[config.mk]
export PLATFORM = sky130hd
export DESIGN_NAME = cond_sel_unit
export DESIGN_NICKNAME = d
export VERILOG_FILES = /design/src/rtl/csel_pkg.sv /design/src/rtl/csel_decode.sv /design/src/rtl/csel_cond.sv /design/src/rtl/csel_datapath.sv /design/src/rtl/cond_sel_unit.sv
export SDC_FILE = /design/constraint.sdc
export NUM_CORES = 1
export LEC_CHECK = 0
export CAP_MARGIN = 20
export CORE_MARGIN = 2
export CORE_UTILIZATION = 48
export CTS_BUF_LIST = sky130_fd_sc_hd__clkbuf_8
export CTS_CLUSTER_SIZE = 12
export DETAILED_ROUTE_END_ITERATION = 16
export PLACE_DENSITY = 0.89
export SLEW_MARGIN = 20
export SYNTH_ARGS = -nofsm -noshare
export SYNTH_HDL_FRONTEND = slang
export SYNTH_SLANG_ARGS = --single-unit
[constraint.sdc]
create_clock -name clk -period 5.2 [get_ports clk]
set_input_delay 1.3 -clock clk [delete_from_list [all_inputs] [get_ports clk]]
set_output_delay 1.3 -clock clk [all_outputs]
set_load 0.05 [all_outputs]
[src/rtl/csel_pkg.sv]
package csel_pkg;
  localparam int INSN_W = 32;
  localparam int IDX_W  = 4;
  localparam int CC_W   = 4;
  localparam logic [11:0] OPC_HI  = 12'hEA5;
  localparam logic [IDX_W-1:0] IDX_ZR = 4'd15;
  localparam logic [IDX_W-1:0] IDX_SP = 4'd13;

  typedef enum logic [1:0] {
    OP_SEL = 2'd0,
    OP_INC = 2'd1,
    OP_INV = 2'd2,
    OP_NEG = 2'd3
  } csel_op_e;

  typedef enum logic [3:0] {
    CLS_CSEL  = 4'd0,
    CLS_CSINC = 4'd1,
    CLS_CSINV = 4'd2,
    CLS_CSNEG = 4'd3,
    CLS_CSET  = 4'd4,
    CLS_CSETM = 4'd5,
    CLS_CINC  = 4'd6,
    CLS_CINV  = 4'd7,
    CLS_CNEG  = 4'd8,
    CLS_NONE  = 4'd15
  } csel_cls_e;
endpackage

[src/rtl/csel_decode.sv]
module csel_decode
  import csel_pkg::*;
(
  input  logic [INSN_W-1:0] insn,
  output logic              hit,
  output csel_op_e          op,
  output logic [IDX_W-1:0]  rd,
  output logic [IDX_W-1:0]  rn,
  output logic [IDX_W-1:0]  rm,
  output logic [CC_W-1:0]   cond_raw,
  output csel_cls_e         cls,
  output logic [CC_W-1:0]   cond_rep,
  output logic              undef,
  output logic              unpred
);
  logic both_zr, same_src, aliased;

  assign hit      = (insn[31:20] == OPC_HI) && (insn[15:14] == 2'b10);
  assign op       = csel_op_e'(insn[13:12]);
  assign rn       = insn[19:16];
  assign rd       = insn[11:8];
  assign cond_raw = insn[7:4];
  assign rm       = insn[3:0];

  assign both_zr  = (rn == IDX_ZR) && (rm == IDX_ZR);
  assign same_src = (rn == rm) && (rn != IDX_ZR);

  always_comb begin
    cls = CLS_NONE;
    if (hit) begin
      unique case (op)
        OP_SEL: cls = CLS_CSEL;
        OP_INC: cls = both_zr ? CLS_CSET  : (same_src ? CLS_CINC : CLS_CSINC);
        OP_INV: cls = both_zr ? CLS_CSETM : (same_src ? CLS_CINV : CLS_CSINV);
        OP_NEG: cls = same_src ? CLS_CNEG : CLS_CSNEG;
        default: cls = CLS_NONE;
      endcase
    end
  end

  assign aliased  = (cls == CLS_CSET) || (cls == CLS_CSETM) || (cls == CLS_CINC) ||
                    (cls == CLS_CINV) || (cls == CLS_CNEG);
  assign cond_rep = !hit ? '0 : (aliased ? {cond_raw[CC_W-1:1], ~cond_raw[0]} : cond_raw);
  assign undef    = hit && (rm == IDX_SP);
  assign unpred   = hit && ((rd == IDX_SP) || (rd == IDX_ZR));
endmodule

[src/rtl/csel_cond.sv]
module csel_cond
  import csel_pkg::*;
(
  input  logic [CC_W-1:0] cc,
  input  logic [3:0]      nzcv,
  output logic            pass
);
  logic n, z, c, v;
  assign {n, z, c, v} = nzcv;

  always_comb begin
    unique case (cc)
      4'd0:  pass = z;
      4'd1:  pass = !z;
      4'd2:  pass = c;
      4'd3:  pass = !c;
      4'd4:  pass = n;
      4'd5:  pass = !n;
      4'd6:  pass = v;
      4'd7:  pass = !v;
      4'd8:  pass = c && !z;
      4'd9:  pass = !c || z;
      4'd10: pass = (n == v);
      4'd11: pass = (n != v);
      4'd12: pass = !z && (n == v);
      4'd13: pass = z || (n != v);
      default: pass = 1'b1;
    endcase
  end
endmodule

[src/rtl/csel_datapath.sv]
module csel_datapath
  import csel_pkg::*;
#(
  parameter int DATA_W = 32
) (
  input  csel_op_e          op,
  input  logic [DATA_W-1:0] a_val,
  input  logic [DATA_W-1:0] b_val,
  input  logic              a_zr,
  input  logic              b_zr,
  input  logic              take_a,
  output logic [DATA_W-1:0] result
);
  logic [DATA_W-1:0] a_eff, b_eff, b_fn;

  assign a_eff = a_zr ? '0 : a_val;
  assign b_eff = b_zr ? '0 : b_val;

  always_comb begin
    unique case (op)
      OP_SEL:  b_fn = b_eff;
      OP_INC:  b_fn = b_eff + DATA_W'(1);
      OP_INV:  b_fn = ~b_eff;
      OP_NEG:  b_fn = '0 - b_eff;
      default: b_fn = b_eff;
    endcase
  end

  assign result = take_a ? a_eff : b_fn;
endmodule

[src/rtl/cond_sel_unit.sv]
module cond_sel_unit
  import csel_pkg::*;
#(
  parameter int DATA_W = 32
) (
  input  logic              clk,
  input  logic              rst,
  input  logic [31:0]       insn_i,
  input  logic [3:0]        nzcv_i,
  input  logic [DATA_W-1:0] rd_a_val_i,
  input  logic [DATA_W-1:0] rd_b_val_i,
  output logic [3:0]        rd_a_idx_o,
  output logic [3:0]        rd_b_idx_o,
  output logic [DATA_W-1:0] res_o,
  output logic [3:0]        wr_idx_o,
  output logic              wr_en_o,
  output logic [3:0]        cls_o,
  output logic [3:0]        cond_o,
  output logic              undef_o,
  output logic              unpred_o,
  output logic              nomatch_o
);
  logic              hit, undef, unpred, pass;
  csel_op_e          op;
  csel_cls_e         cls;
  logic [IDX_W-1:0]  rd, rn, rm;
  logic [CC_W-1:0]   cond_raw, cond_rep;
  logic [DATA_W-1:0] result;

  csel_decode u_dec (
    .insn(insn_i), .hit(hit), .op(op), .rd(rd), .rn(rn), .rm(rm),
    .cond_raw(cond_raw), .cls(cls), .cond_rep(cond_rep),
    .undef(undef), .unpred(unpred)
  );

  csel_cond u_cc (.cc(cond_raw), .nzcv(nzcv_i), .pass(pass));

  csel_datapath #(.DATA_W(DATA_W)) u_dp (
    .op(op), .a_val(rd_a_val_i), .b_val(rd_b_val_i),
    .a_zr(rn == IDX_ZR), .b_zr(rm == IDX_ZR),
    .take_a(pass), .result(result)
  );

  assign rd_a_idx_o = rn;
  assign rd_b_idx_o = rm;

  always_ff @(posedge clk) begin
    if (rst) begin
      res_o     <= '0;
      wr_idx_o  <= '0;
      wr_en_o   <= 1'b0;
      cls_o     <= CLS_NONE;
      cond_o    <= '0;
      undef_o   <= 1'b0;
      unpred_o  <= 1'b0;
      nomatch_o <= 1'b0;
    end else begin
      res_o     <= result;
      wr_idx_o  <= rd;
      wr_en_o   <= hit && !undef;
      cls_o     <= cls;
      cond_o    <= cond_rep;
      undef_o   <= undef;
      unpred_o  <= unpred;
      nomatch_o <= !hit;
    end
  end
endmodule

==> run summary <==
The run gives 0 as the count of unresolved DRC violations after routing. Walking the worst path, the cells encountered are clkdlybuf4s50_1 > clkdlybuf4s50_1. Share of synthesized registers carrying an async set or reset: 0%.

After detailed placement, the design holds a cell count of 693. The synthesized design contains 0 enable-type register cells. The final global-route overflow total is 0. From left edge to right edge, the die measures 91.3 µm. The area growth from synthesis to layout is 46.6%. Setup violations remaining at the end of the flow were counted as 0. The run gives 0 as the post-CTS setup-driven buffer insertion count. The initial antenna violation count is 0. In this run the static leakage power is 0.00195 µW.

The critical path is of the in2out type. Of the available clock period, the critical path in the final layout requires 77.8%. The part of the Yosys area used for sequential elements was 26.2%; the count of max-cap constraint violations was 0.

The per-cell routed wire length came out at 19.6 µm. On the critical path, the stage with the largest delay is an instance of sky130_fd_sc_hd__clkdlybuf4s50_1. The floorplan step defined a core boundary enclosing 0.00733 mm². Setup repair after global routing left no endpoint under its margin. In this run the deepest clock path goes through 2 buffers. The clock-pin slew on the worst setup and hold paths works out to 0.10 ns. The tree is rooted in a sky130_fd_sc_hd__clkbuf_8. The routed design could run at a clock period as short as 4.05 ns. The worst ir drop on vdd was 0.140 mV. For this design the top-level I/O count stands at 158. Startpoint type of the worst setup path: an input port.

The run gives 28.7% as the max-slew headroom at the worst pin. The antenna diode count is 0, and the number of rows in the core area is 31. Entering global routing, the biggest net connects 34 pins. Dividing total power by cell area gives a power density of 233 mW/mm². The number of hold-slack violations in the final timing report came out at 0. The logs give 3.90 ns for the critical path required time and 577 for the number of filler cells placed in the layout.

The highest net fanout along the worst path was 6. The number of gates resized after CTS was 0. Kind of cell adding the most delay to the critical path: buffers and inverters. The first TritonRoute pass finished after 5 iterations. At the pin with the least slew margin, the transition time is 1.07 ns. The achievable clock frequency is 247 MHz. The post-synthesis cell type count is 68. In this design, the critical path's most frequently occurring cell is sky130_fd_sc_hd__clkdlybuf4s50_1.

The finished layout holds 701 standard cells, fillers aside. Counting flops and latches in the post-synthesis netlist gives 48. The initial utilization of the core area, before any placement, comes to 49.9%.

The number of warnings issued by yosys is 0. The die covers 0.00834 mm². The largest single stage delay on the critical path is 0.86 ns. The tools report the overall track demand over capacity in global routing as 33.0%. In this run, the number of DRC markers left after iteration 0 of detailed routing was 343.

The number of nets produced by synthesis came out at 571. The CTS buffer count is 5. The uppermost signal routing layer after detailed routing is met4.

The buffer and inverter count on the worst path was 2. The tools report the kind of end point of the critical path as a primary output. Cells with a size suffix above 1 make up 7.31% of the layout.

For this block, the routed nets add up to 13,700 µm of wire. Dividing the synthesized area by the synthesized cell count gives 7.84 µm². Port buffering added 157 buffers.

For the max-slew violation count, the log shows 0. For this block, wires on met1 add up to 5780 µm. Wire segments on met3 add up to 940 µm in the final route. Setup total negative slack on the finished layout was measured at 0 ns. The final net count came out at 705.

Number of cells produced by synthesis: 467. The H-tree generated during clock tree synthesis spans 2 levels. TritonCTS built the clock tree.

The flow ran to the end, and the final reports show no timing, DRC or antenna violations. The per-cell via count in the routed design was 6.15. The first global-routing pass estimated 22,200 µm of wire. From bottom edge to top edge, the die measures 91.3 µm. Clock tree synthesis found a total of 48 sinks. In this run, post-CTS hold repair placed 0 buffers. The number of global-route vias before repair was 4,309.

The placed wire-length estimate was 10,500 µm. The met2 layer wire length in the routed design was 6730 µm; the number of vias after detailed routing was 4,314. The post-detailed-route count of antenna-violating nets was 0; the synthesized area was 0.00366 mm².

Data on the critical path arrives at its endpoint at 2.75 ns. At the end of routability-driven placement, the weighted congestion stood at 0.938. The top flip-flop cell by instance count after synthesis was sky130_fd_sc_hd__dfxtp_1. The worst hold path belongs to the class in2reg.
per-stage QoR:
stage	hold WS [ns]	setup slack (ns)	power (µW)	cell area (µm²)	utilization, %
6_report	1.53	1.15	1250	5370	73.2
3_3_place_gp	1.86	1.03	909	5230	71.3
2_1_floorplan	1.38	1.53	717	3660	-
4_1_cts	1.54	1.16	1250	5370	73.2
3_5_place_dp	1.87	0.927	918	5230	71.3
5_1_grt	1.54	1.03	1300	5370	73.2
layout by cell type (no fill, tap or decap), types with 6 or more instances in the layout:
cell type                           n
sky130_fd_sc_hd__clkdlybuf4s50_1  157
sky130_fd_sc_hd__nand2_1           62
sky130_fd_sc_hd__dfxtp_1           48
sky130_fd_sc_hd__nor2_1            30
sky130_fd_sc_hd__xnor2_1           25
sky130_fd_sc_hd__a22o_1            20
sky130_fd_sc_hd__nand4_1           19
sky130_fd_sc_hd__nand3_1           19
sky130_fd_sc_hd__a21oi_1           19
sky130_fd_sc_hd__nor3_1            18
sky130_fd_sc_hd__o21ai_0           16
sky130_fd_sc_hd__nor4_1            13
sky130_fd_sc_hd__xor2_1            10
sky130_fd_sc_hd__buf_4             10
sky130_fd_sc_hd__inv_1              8
sky130_fd_sc_hd__nor2b_1            7
sky130_fd_sc_hd__mux2_2             7
sky130_fd_sc_hd__o211ai_1           6
kinds of logic (layout without fill, tap and decap cells):
| kind of cell | after synthesis | count (layout) | synth area share [%] |
|---|---|---|---|
| muxes | 10 | 10 | 3.32 |
| adders and majority gates | 2 | 2 | 0.683 |
| xor gates and xnor gates | 35 | 35 | 8.37 |
| buffers and inverters | 48 | 183 | 6.32 |
| DFF | 48 | 48 | 26.2 |
| and+or+nand+nor | 210 | 210 | 32.3 |
| AOI/OAI and AO/OA | 114 | 114 | 22.8 |
registers in the layout, summed over array words and instances (netlist names):
signal	flops
res_o	32
cls_o	4
cond_o	4
wr_idx_o	4
nomatch_o	1
undef_o	1
unpred_o	1
wr_en_o	1
path summary, 6_finish.rpt:
kind	depth (start not counted)	end	slack [ns]	start
worst max-delay path	2	rd_b_idx_o[1]	1.15	insn_i[1]
worst min-delay path	2	wr_idx_o[1]	1.53	insn_i[9]
report_power, final:
| group | internal (µW) | switching [µW] |
|---|---|---|
| registers | 400 | 9.27 |
| logic | 210 | 296 |
| clock network | 194 | 143 |
area by class of cell:
class                           instances  area, µm²  area share [%]
Inverter                                8       30.0           0.559
Sequential cell                        48        961            17.9
Tap cell                               99        124            2.31
Clock buffer                            5       68.8            1.28
Multi-Input combinational cell        371       2470            46.0
Clock inverter                          3       68.8            1.28
Timing Repair Buffer                  167       1650            30.7
cells in the mapped netlist (13+ instances only):
master | instances | area share [%]
sky130_fd_sc_hd__nand2_1 | 62 | 6.4
sky130_fd_sc_hd__dfxtp_1 | 48 | 26
sky130_fd_sc_hd__nor2_1 | 30 | 3.1
sky130_fd_sc_hd__xnor2_1 | 25 | 6.0
sky130_fd_sc_hd__a22o_1 | 20 | 4.8
sky130_fd_sc_hd__a21oi_1 | 19 | 2.6
sky130_fd_sc_hd__clkbuf_1 | 19 | 1.9
sky130_fd_sc_hd__nand3_1 | 19 | 2.6
sky130_fd_sc_hd__nand4_1 | 19 | 3.2
sky130_fd_sc_hd__nor3_1 | 18 | 2.5
sky130_fd_sc_hd__o21ai_0 | 16 | 2.2
sky130_fd_sc_hd__nor4_1 | 13 | 2.2
layer usage:
| metal | up-vias | GRT usage (%) |
|---|---|---|
| met5 | - | 0 |
| met4 | 0 | 8.46 |
| met3 | 32 | 5.39 |
| met2 | 245 | 57.7 |
| met1 | 2031 | 42.1 |
| li1 | 2006 | - |
Power figures use the tool's default switching activity.
